### src/rtl/boot_delay_pkg.sv
package boot_delay_pkg;

   typedef enum logic {
      CD_IDLE = 1'b0,
      CD_RUN  = 1'b1
   } cd_state_t;

   // width needed to hold values 0..maxv, never below one bit
   function automatic int cnt_width(input int maxv);
      int w;
      w = $clog2(maxv + 1);
      return (w < 1) ? 1 : w;
   endfunction

   function automatic int max2(input int a, input int b);
      return (a > b) ? a : b;
   endfunction

endpackage

### src/rtl/reason_decode.sv
module reason_decode #(
   parameter int                 REASON_W = 6,
   parameter bit                 INVERTED = 1'b1,
   parameter logic [REASON_W-1:0] MASK    = 6'o62,
   parameter int                 OW       = 14,
   parameter int                 SHORT_N  = 256,
   parameter int                 LONG_N   = 8192
) (
   input  logic [REASON_W-1:0] raw_i,
   output logic                quick_o,
   output logic [OW-1:0]       outer_init_o
);
   localparam logic [REASON_W-1:0] ALL_ONES = {REASON_W{1'b1}};
   localparam logic [OW-1:0] SHORT_V = OW'(SHORT_N);
   localparam logic [OW-1:0] LONG_V  = OW'(LONG_N);

   logic [REASON_W-1:0] true_reason;

   generate
      if (INVERTED) begin : g_inv
         assign true_reason = raw_i ^ ALL_ONES;
      end else begin : g_direct
         assign true_reason = raw_i;
      end
   endgenerate

   assign quick_o      = |(true_reason & MASK);
   assign outer_init_o = quick_o ? SHORT_V : LONG_V;

endmodule

### src/rtl/nested_countdown.sv
module nested_countdown
   import boot_delay_pkg::*;
#(
   parameter int OW         = 14,
   parameter int INNER_LOAD = 24576
) (
   input  logic          clk,
   input  logic          rst_n,
   input  logic          load_i,
   input  logic [OW-1:0] outer_init_i,
   output logic          busy_o,
   output logic          done_o,
   output logic [OW-1:0] outer_o
);
   localparam int          IW      = cnt_width(INNER_LOAD);
   localparam logic [IW-1:0] INNER_V = IW'(INNER_LOAD);

   cd_state_t     state;
   logic [OW-1:0] outer_q;
   logic [IW-1:0] inner_q;
   logic          inner_last;
   logic          outer_last;

   assign inner_last = (inner_q == '0);
   assign outer_last = (outer_q == '0);

   always_ff @(posedge clk or negedge rst_n) begin
      if (!rst_n) begin
         state   <= CD_IDLE;
         outer_q <= '0;
         inner_q <= '0;
         done_o  <= 1'b0;
      end else begin
         done_o <= 1'b0;
         unique case (state)
            CD_IDLE: begin
               if (load_i) begin
                  state   <= CD_RUN;
                  outer_q <= outer_init_i;
                  inner_q <= INNER_V;
               end
            end
            CD_RUN: begin
               if (!inner_last) begin
                  inner_q <= inner_q - 1'b1;
               end else if (!outer_last) begin
                  outer_q <= outer_q - 1'b1;
                  inner_q <= INNER_V;
               end else begin
                  state  <= CD_IDLE;
                  done_o <= 1'b1;
               end
            end
            default: state <= CD_IDLE;
         endcase
      end
   end

   assign busy_o  = (state == CD_RUN);
   assign outer_o = outer_q;

endmodule

### src/rtl/status_blinker.sv
module status_blinker
   import boot_delay_pkg::*;
#(
   parameter int              CODE_W       = 12,
   parameter logic [CODE_W-1:0] OWN_CODE   = 12'd758,
   parameter int              BLINK_PERIOD = 12500000
) (
   input  logic              clk,
   input  logic              rst_n,
   input  logic              capture_i,
   input  logic [CODE_W-1:0] code_i,
   input  logic              done_i,
   input  logic              fail_i,
   output logic [CODE_W-1:0] status_o,
   output logic              blinking_o,
   output logic [CODE_W-1:0] saved_o
);
   logic              armed_q;
   logic              blink_q;
   logic              phase_q;
   logic              tick;
   logic [CODE_W-1:0] saved_q;
   logic              begin_blink;

   assign begin_blink = fail_i && armed_q && !blink_q;

   generate
      if (BLINK_PERIOD == 1) begin : g_every_cycle
         assign tick = 1'b1;
      end else begin : g_divider
         localparam int            PW    = cnt_width(BLINK_PERIOD - 1);
         localparam logic [PW-1:0] LAST  = PW'(BLINK_PERIOD - 1);
         logic [PW-1:0] div_q;
         always_ff @(posedge clk or negedge rst_n) begin
            if (!rst_n) begin
               div_q <= '0;
            end else if (capture_i || begin_blink || !blink_q) begin
               div_q <= '0;
            end else if (div_q == LAST) begin
               div_q <= '0;
            end else begin
               div_q <= div_q + 1'b1;
            end
         end
         assign tick = (div_q == LAST);
      end
   endgenerate

   always_ff @(posedge clk or negedge rst_n) begin
      if (!rst_n) begin
         armed_q <= 1'b0;
         blink_q <= 1'b0;
         phase_q <= 1'b0;
         saved_q <= '0;
      end else if (capture_i) begin
         saved_q <= code_i;
         armed_q <= 1'b0;
         blink_q <= 1'b0;
         phase_q <= 1'b0;
      end else if (done_i) begin
         armed_q <= 1'b1;
      end else if (begin_blink) begin
         blink_q <= 1'b1;
         phase_q <= 1'b1;
      end else if (blink_q && tick) begin
         phase_q <= ~phase_q;
      end
   end

   assign status_o   = (blink_q && phase_q) ? saved_q : OWN_CODE;
   assign blinking_o = blink_q;
   assign saved_o    = saved_q;

endmodule

### src/rtl/boot_retry_delay.sv
module boot_retry_delay
   import boot_delay_pkg::*;
#(
   parameter int                  REASON_W        = 6,
   parameter int                  CODE_W          = 12,
   parameter bit                  INVERTED_REASON = 1'b1,
   parameter logic [REASON_W-1:0] REASON_MASK     = 6'o62,
   parameter int                  OUTER_SHORT     = 256,
   parameter int                  OUTER_LONG      = 8192,
   parameter int                  INNER_LOAD      = 24576,
   parameter int                  BLINK_PERIOD    = 12500000,
   parameter logic [CODE_W-1:0]   OWN_CODE        = 12'd758
) (
   input  logic                clk,
   input  logic                rst_n,
   input  logic                start_i,
   input  logic [REASON_W-1:0] reason_i,
   input  logic [CODE_W-1:0]   prev_code_i,
   input  logic                boot_fail_i,
   output logic                delay_done_o,
   output logic [CODE_W-1:0]   status_o
);
   localparam int OUTER_MAX = max2(OUTER_SHORT, OUTER_LONG);
   localparam int OW        = cnt_width(OUTER_MAX);

   generate
      if (REASON_W < 1) begin : g_bad_reason_w
         $error("REASON_W must be at least 1");
      end
      if (CODE_W < 1) begin : g_bad_code_w
         $error("CODE_W must be at least 1");
      end
      if (OUTER_SHORT < 0 || OUTER_LONG < 0 || INNER_LOAD < 0) begin : g_bad_counts
         $error("delay counts must not be negative");
      end
      if (BLINK_PERIOD < 1) begin : g_bad_blink
         $error("BLINK_PERIOD must be at least 1");
      end
   endgenerate

   logic          cd_busy;
   logic          accept;
   logic          quick_sel;
   logic [OW-1:0] outer_init;
   logic [OW-1:0] outer_cnt;
   logic          blinking;
   logic [CODE_W-1:0] saved_code;

   assign accept = start_i && !cd_busy;

   reason_decode #(
      .REASON_W (REASON_W),
      .INVERTED (INVERTED_REASON),
      .MASK     (REASON_MASK),
      .OW       (OW),
      .SHORT_N  (OUTER_SHORT),
      .LONG_N   (OUTER_LONG)
   ) i_decode (
      .raw_i        (reason_i),
      .quick_o      (quick_sel),
      .outer_init_o (outer_init)
   );

   nested_countdown #(
      .OW         (OW),
      .INNER_LOAD (INNER_LOAD)
   ) i_countdown (
      .clk          (clk),
      .rst_n        (rst_n),
      .load_i       (accept),
      .outer_init_i (outer_init),
      .busy_o       (cd_busy),
      .done_o       (delay_done_o),
      .outer_o      (outer_cnt)
   );

   status_blinker #(
      .CODE_W       (CODE_W),
      .OWN_CODE     (OWN_CODE),
      .BLINK_PERIOD (BLINK_PERIOD)
   ) i_blinker (
      .clk        (clk),
      .rst_n      (rst_n),
      .capture_i  (accept),
      .code_i     (prev_code_i),
      .done_i     (delay_done_o),
      .fail_i     (boot_fail_i && !cd_busy),
      .status_o   (status_o),
      .blinking_o (blinking),
      .saved_o    (saved_code)
   );

endmodule

### config.mk
export PLATFORM = sky130hd
export DESIGN_NAME = boot_retry_delay
export DESIGN_NICKNAME = d
export VERILOG_FILES = /design/src/rtl/boot_delay_pkg.sv /design/src/rtl/reason_decode.sv /design/src/rtl/nested_countdown.sv /design/src/rtl/status_blinker.sv /design/src/rtl/boot_retry_delay.sv
export SDC_FILE = /design/constraint.sdc
export NUM_CORES = 1
export LEC_CHECK = 0
export ABC_AREA = 1
export BUFFER_PORTS_ARGS = -buffer_cell sky130_fd_sc_hd__clkbuf_2
export CAP_MARGIN = 20
export CORE_AREA = 2 2 121 123
export DETAILED_ROUTE_END_ITERATION = 8
export DIE_AREA = 0 0 123 125
export PLACE_DENSITY_LB_ADDON = 0.12
export SETUP_SLACK_MARGIN = 0.5
export SYNTH_ARGS = -nofsm -noshare
export SYNTH_HDL_FRONTEND = slang
export SYNTH_SLANG_ARGS = --single-unit
### constraint.sdc
create_clock -name clk -period 3 [get_ports clk]
set_input_delay 0.6 -clock clk [delete_from_list [all_inputs] [get_ports clk]]
set_output_delay 0.6 -clock clk [all_outputs]
set_load 0.01 [all_outputs]
==> flow_summary.yaml, run 1 <==
status:
  outcome: "finished clean"
route:
  via_per_inst: 4.46
  wl_per_cell_um: 12.0
  drc: 0
  routed-via-count: 3454
  ant_nets: 0
  drtPass1Iterations: 6
  routed_wl_mm: 9.30
  drtIter0Drc: 238
synthesis:
  synth-seq-cells: 70
  synthTopCellsByArea: "dfrtp_1 42%, nand2_1 15%, nor2_1 8.5%"
  yosysSeqAreaShare_pct: 42.3
  synth_ff_type: "dfrtp_1"
  async_reset_ff_share_pct: 100
  synth.area.mux_share_pct: 0
  ys_types: 36
  synthXorXnorAreaFrac_pct: 2.96
  synthCells: 553
  synth_top_area_share_pct: 42.3
  synth-simple-area-share_pct: 38.7
  synth_top_family_by_area: "simple AND/OR/NAND/NOR gates"
  synth-compound-area-share_pct: 7.10
  synthAdderAreaFrac_pct: 1.21
  synth_enable_flop_cells: 0
  ys_warn_count: 0
  yosysTopAreaCell: "dfrtp_1"
  syn_avg_cell_area_sq_um: 7.48
  syn-cell-area_sq_mm: 0.00414
  syn_nets: 579
global_routing:
  grt_start_max_net_pins: 39
  antenna_found_initial: 0
  met2_usage_pct: 21.7
  use_met3_pct: 3.56
  gr-total-overflow: 0
  grt_pass1_wl_mm: 16.5
  top_usage_layer: "met2"
  grt_pass1_vias: 3422
  grt_use_total_pct: 13.4
  grtUsageMet1_pct: 17.0
critical_path:
  path_class: "register to register"
  reg2regPathDepth: 9
  timing.rr.start: "i_countdown.inner_q[0]"
  crit_start: "i_countdown.inner_q[0]"
  worst_ep_required_time_ns: 3.21
  arrival_ns: 2.32
  r2r-end: "i_countdown.outer_o[12]"
  path_max_fanout: 20
  cp-end-kind: "register"
  r2r_slack_ns: 0.89
  cp-start-kind: "register"
timing:
  finalCritPeriodShare_pct: 70.3
  worst_pin_slew_ns: 0.507
  min_period_ns: 2.11
  finalSetupTns_ns: 0
  max_freq_mhz: 474
  holdWs_ns: 0.206
  rsz0062_at_grt: "no"
  finalSetupViolCount: 0
  clock_skew_ns: 0.00906
  slew_violations: 0
  finalHoldViolCount: 0
  slew_headroom_pct: 66.1
flow_run:
  maxCapViolCount: 0
power_and_ir_drop:
  clock_power_share_pct: 36.5
  power_frac_comb_pct: 24.8
  switchingPower_mw: 1.05
  vdd_drop_max_mv: 0.277
  p_leak_nw: 2.28
  p_int_mw: 2.14
  pwr_density_cell_mw_per_mm2: 666
  power_frac_seq_pct: 38.7
  p_sw_share_pct: 33.0
cts:
  hold_buffers: 0
  htree_num_levels: 3
  clock_path_buffers: 2
  root_buffer: "clkbuf_16"
  post_cts_buffers: 0
  cts_sinks: 70
  cts_buffers: 9
  insertion_delay_ns: 0.35
  cts_resized: 0
  cts_tree: "built"
  clk_pin_slew_ns: 0.06
final_layout:
  drive_above_1_share_pct: 17.4
  num_antenna_cells: 0
  final_cell_mix: "160 x nand2_1, 94 x nor2_1, 70 x dfrtp_1"
  fill_cells: 1535
  syn_to_final_growth_pct: 15.7
  layout_commonest_cell: "nand2_1"
  nets: 613
  seq_area_sq_mm: 0.00175
  multi_input_area_sq_mm: 0.00207
hold_path:
  hp-class: "input pin to async pin"
floorplan:
  core_area_sq_mm: 0.0142
  row_count: 44
  ios: 35
  die-area_sq_mm: 0.0154
  die_x_um: 123
  fp.dieH_um: 125
  initial_core_util_pct: 29.1
placed_design:
  port_buffers: 31
  gp_congestion: 0.794
  post-dp-hpwl_mm: 6.65
## logic make-up (layout without fill, tap and decap cells)
family	after synthesis	after routing
AND/OR/NAND/NOR	351	351
AO/OA/AOI/OAI	44	44
buffers and inverters	70	108
flip-flops	70	70
adder cells (fa/ha/maj)	4	4
XOR/XNOR	14	14
## synth_stat cells, types with 2 or more instances
cell      instances
nand2_1         160
buf_2             3
nor2_2            9
nand4_1          14
xor2_1            9
o21ai_2          14
buf_6             4
nand2_4           2
ha_1              4
nand3_1          34
nand3b_1          3
nor2_1           94
a21oi_1           5
dfrtp_1          70
inv_1            58
o21ai_0          19
nand2_2           7
nor3b_1           4
xnor2_1           5
nor2_4            7
clkbuf_1          2
or2_2             9
nor3_1            4
## layer usage
layer	wire, um	part of all wire (%)
met1	4530	49
met2	4390	47
met3	242	2.6
met5	0	0
met4	140	1.5
## sequential cells by signal, indices dropped and copies added (netlist names)
| name | cells |
|---|---|
| i_countdown.inner_q | 15 |
| i_countdown.busy_o | 1 |
| i_blinker.armed_q | 1 |
| i_countdown.outer_o | 14 |
| i_blinker.saved_o | 12 |
| i_blinker.blinking_o | 1 |
| i_blinker.phase_q | 1 |
| i_countdown.done_o | 1 |
| i_blinker.g_divider.div_q | 24 |
## layout make-up
type                       count  share of cell area, %
clock buffer                  10                   4.99
clock inverter                 5                   1.75
inverter                      59                   4.68
multi-input combinational    413                   43.2
sequential                    70                   36.6
tap                          184                   4.81
timing repair buffer          34                   4.02
## power by group through the flow
| stage | Sequential, mW | Clock, mW | Combinational, mW |
|---|---|---|---|
| 6_report | 1.23 | 1.17 | 0.790 |
| 5_1_grt | 1.26 | 1.25 | 0.934 |
| 4_1_cts | 1.23 | 1.22 | 0.803 |
| 3_5_place_dp | 1.25 | 0 | 0.798 |
| 3_3_place_gp | 1.25 | 0 | 0.787 |
| 2_1_floorplan | 1.21 | 0 | 0.616 |
## metrics by stage
step                cells  setup slack (ns)  util, %  instance area (sq um)  total power [mW]
floorplan             553              1.45        -                   4140              1.82
global placement      760             0.851     31.4                   4470              2.03
detailed placement    760             0.876     31.4                   4470              2.05
CTS                   775             0.859     33.7                   4790              3.25
global route          775             0.570     33.7                   4790              3.44
finish                775             0.891     33.7                   4790              3.19
## worst max path at each step
stage	to	cells past startpoint
5_1_grt	i_countdown.outer_o[4]	9
4_1_cts	i_countdown.outer_o[12]	9
6_report	i_countdown.outer_o[12]	9
3_5_place_dp	i_countdown.outer_o[12]	9
2_1_floorplan	i_countdown.inner_q[14]	10
3_3_place_gp	i_countdown.outer_o[12]	9
## worst max-delay path, stage by stage, from the launching register on
cell and delay (ns):
dfrtp_1 0.42, inv_1 0.16, ha_1 0.20, nand2_1 0.08, nor2_2 0.12, nand2_2 0.19
nand2_1 0.15, nand3_2 0.40, nand2_1 0.20, o21ai_2 0.06
No activity file was read; power rests on OpenSTA's default activity.
==> run 2, diff against run 1 <==
==> constraint.sdc (replaced) <==
create_clock -name clk -period 2 [get_ports clk]
set_input_delay 0.4 -clock clk [delete_from_list [all_inputs] [get_ports clk]]
set_output_delay 0.4 -clock clk [all_outputs]
set_load 0.01 [all_outputs]
==> run 2 against run 1 <==
Sequential share of layout area decreased by 6.8 points. Global-route usage rose by 1.4 points. Sequential power up 55%. First-iteration DRC count shrank 12%. Combinational power grew to 2.6 times the previous value. Non-clock buffer count up 65. Via count up 9.7%. Flip-flop and latch count unchanged.
==> flow_summary.yaml, run 2 (synthesis results as in run 1) <==
timing:
  clock_skew_ns: 0.00692
  finalSetupTns_ns: 0
  max_freq_mhz: 616
  rsz0062_at_grt: "yes"
  worst_pin_slew_ns: 0.484
  finalSetupViolCount: 0
  finalHoldViolCount: 0
  slew_headroom_pct: 67.8
  finalCritPeriodShare_pct: 81.2
  slew_violations: 0
  min_period_ns: 1.62
floorplan:
  initial_core_util_pct: 29.1
  fp.dieH_um: 125
  ios: 35
  die-area_sq_mm: 0.0154
  core_area_sq_mm: 0.0142
  row_count: 44
  die_x_um: 123
critical_path:
  cp-start-kind: "register"
  path_class: "register to output pin"
  arrival_ns: 1.22
  cp-end-kind: "output pin"
  worst_ep_required_time_ns: 1.60
  path_max_fanout: 5
cts:
  cts_tree: "built"
  hold_buffers: 0
  cts_buffers: 9
  htree_num_levels: 3
  root_buffer: "clkbuf_16"
  clock_path_buffers: 2
  insertion_delay_ns: 0.35
  clk_pin_slew_ns: 0.06
  cts_sinks: 70
placed_design:
  gp_congestion: 0.786
  post-dp-hpwl_mm: 6.77
  port_buffers: 31
  dpl_cell_area_sq_mm: 0.00452
status:
  outcome: "finished clean"
final_layout:
  seq_area_sq_mm: 0.00176
  largest_register_ffs: 24
  regMostFlops: "i_blinker.g_divider.div_q"
  layout_commonest_cell: "nand2_1"
  final_cell_mix: "129 x nand2_1, 71 x nor2_1, 60 x dfrtp_1"
  num_antenna_cells: 0
  drive_above_1_share_pct: 39.0
  syn_to_final_growth_pct: 43.0
  multi_input_area_sq_mm: 0.00249
  nets: 679
  fill_cells: 1419
  final_cell_area_sq_mm: 0.00592
global_routing:
  antenna_found_initial: 0
  gr-total-overflow: 0
  grt_use_total_pct: 14.8
  grt_pass1_vias: 3731
  grt_pass1_wl_mm: 18.0
  grt_start_max_net_pins: 38
power_and_ir_drop:
  vdd_drop_max_mv: 0.597
  pwr_density_cell_mw_per_mm2: 937
  p_leak_nw: 2.74
route:
  via_per_inst: 4.50
  drtPass1Iterations: 4
  ant_nets: 0
  routed-via-count: 3788
  drc: 0
  routed_wl_mm: 10.7
  wl_per_cell_um: 12.8
  drtIter0Drc: 210
flow_run:
  maxCapViolCount: 0
hold_path:
  hp-class: "input pin to async pin"
[run 2: routing by layer]
| metal | GRT usage (%) | wire length (um) | vias to the layer above |
|---|---|---|---|
| met5 | 0 | 0 | - |
| met4 | 4.34 | 190 | 0 |
| met3 | 4.24 | 334 | 13 |
| met2 | 24.3 | 5410 | 45 |
| met1 | 18.7 | 4810 | 1789 |
| li1 | - | - | 1941 |
[run 2: what timing repair did]
item / in CTS / in global routing
endpoints found under the setup margin: 65 / 57
cloned: 4 / 1
gates resized for setup: 89 / 95
pin swaps: 19 / 30
buffers inserted: 28 / 27
[run 2: where the power goes]
part / leakage (nW) / total, mW / switching, mW / internal [mW]
Clock: 0.137 / 1.61 / 0.653 / 0.956
Sequential: 0.883 / 1.91 / 0.269 / 1.64
Combinational: 1.72 / 2.03 / 1.03 / 1.00
Total: 2.74 / 5.55 / 1.95 / 3.60
[run 2: cell type report]
type	count	share of cell area, %
Clock buffer	9	3.80
Clock inverter	6	1.08
Inverter	59	4.02
Multi-Input combinational cell	414	42.1
Sequential cell	70	29.8
Tap cell	184	3.89
Timing Repair Buffer	99	15.3
[run 2: final timing paths]
kind                                                 end  slack, ns  cells after the start                   start
max in group asynchronous              i_blinker.phase_q       1.41                      2                   rst_n
setup reg to reg                 i_countdown.outer_o[10]       0.40                      9  i_countdown.inner_q[9]
min in group clk                    i_blinker.saved_o[1]       0.25                      3          prev_code_i[1]
setup / recovery                             status_o[4]       0.38                      3    i_blinker.blinking_o
hold / removal             i_blinker.g_divider.div_q[19]       0.02                      1                   rst_n
hold reg to reg                     i_blinker.saved_o[4]       0.48                      2    i_blinker.saved_o[4]
[run 2: critical path, cell delays in order, from the launching register on]
cell and delay [ns]:
dfrtp_2 0.43, nand2_4 0.10, or2_4 0.24, buf_6 0.12
[run 2: through the flow]
step | std cells | hold slack, ns | util [%] | total power, mW | setup slack (ns)
floorplan | 553 | 0.104 | - | 2.74 | 0.515
detailed placement | 766 | 0.403 | 31.9 | 3.10 | 0.307
global route | 841 | 0.0481 | 41.7 | 5.94 | 0.321
global placement | 766 | 0.404 | 31.9 | 3.07 | 0.323
finish | 841 | 0.0159 | 41.7 | 5.55 | 0.377
CTS | 813 | 0.0337 | 37.9 | 5.23 | 0.351
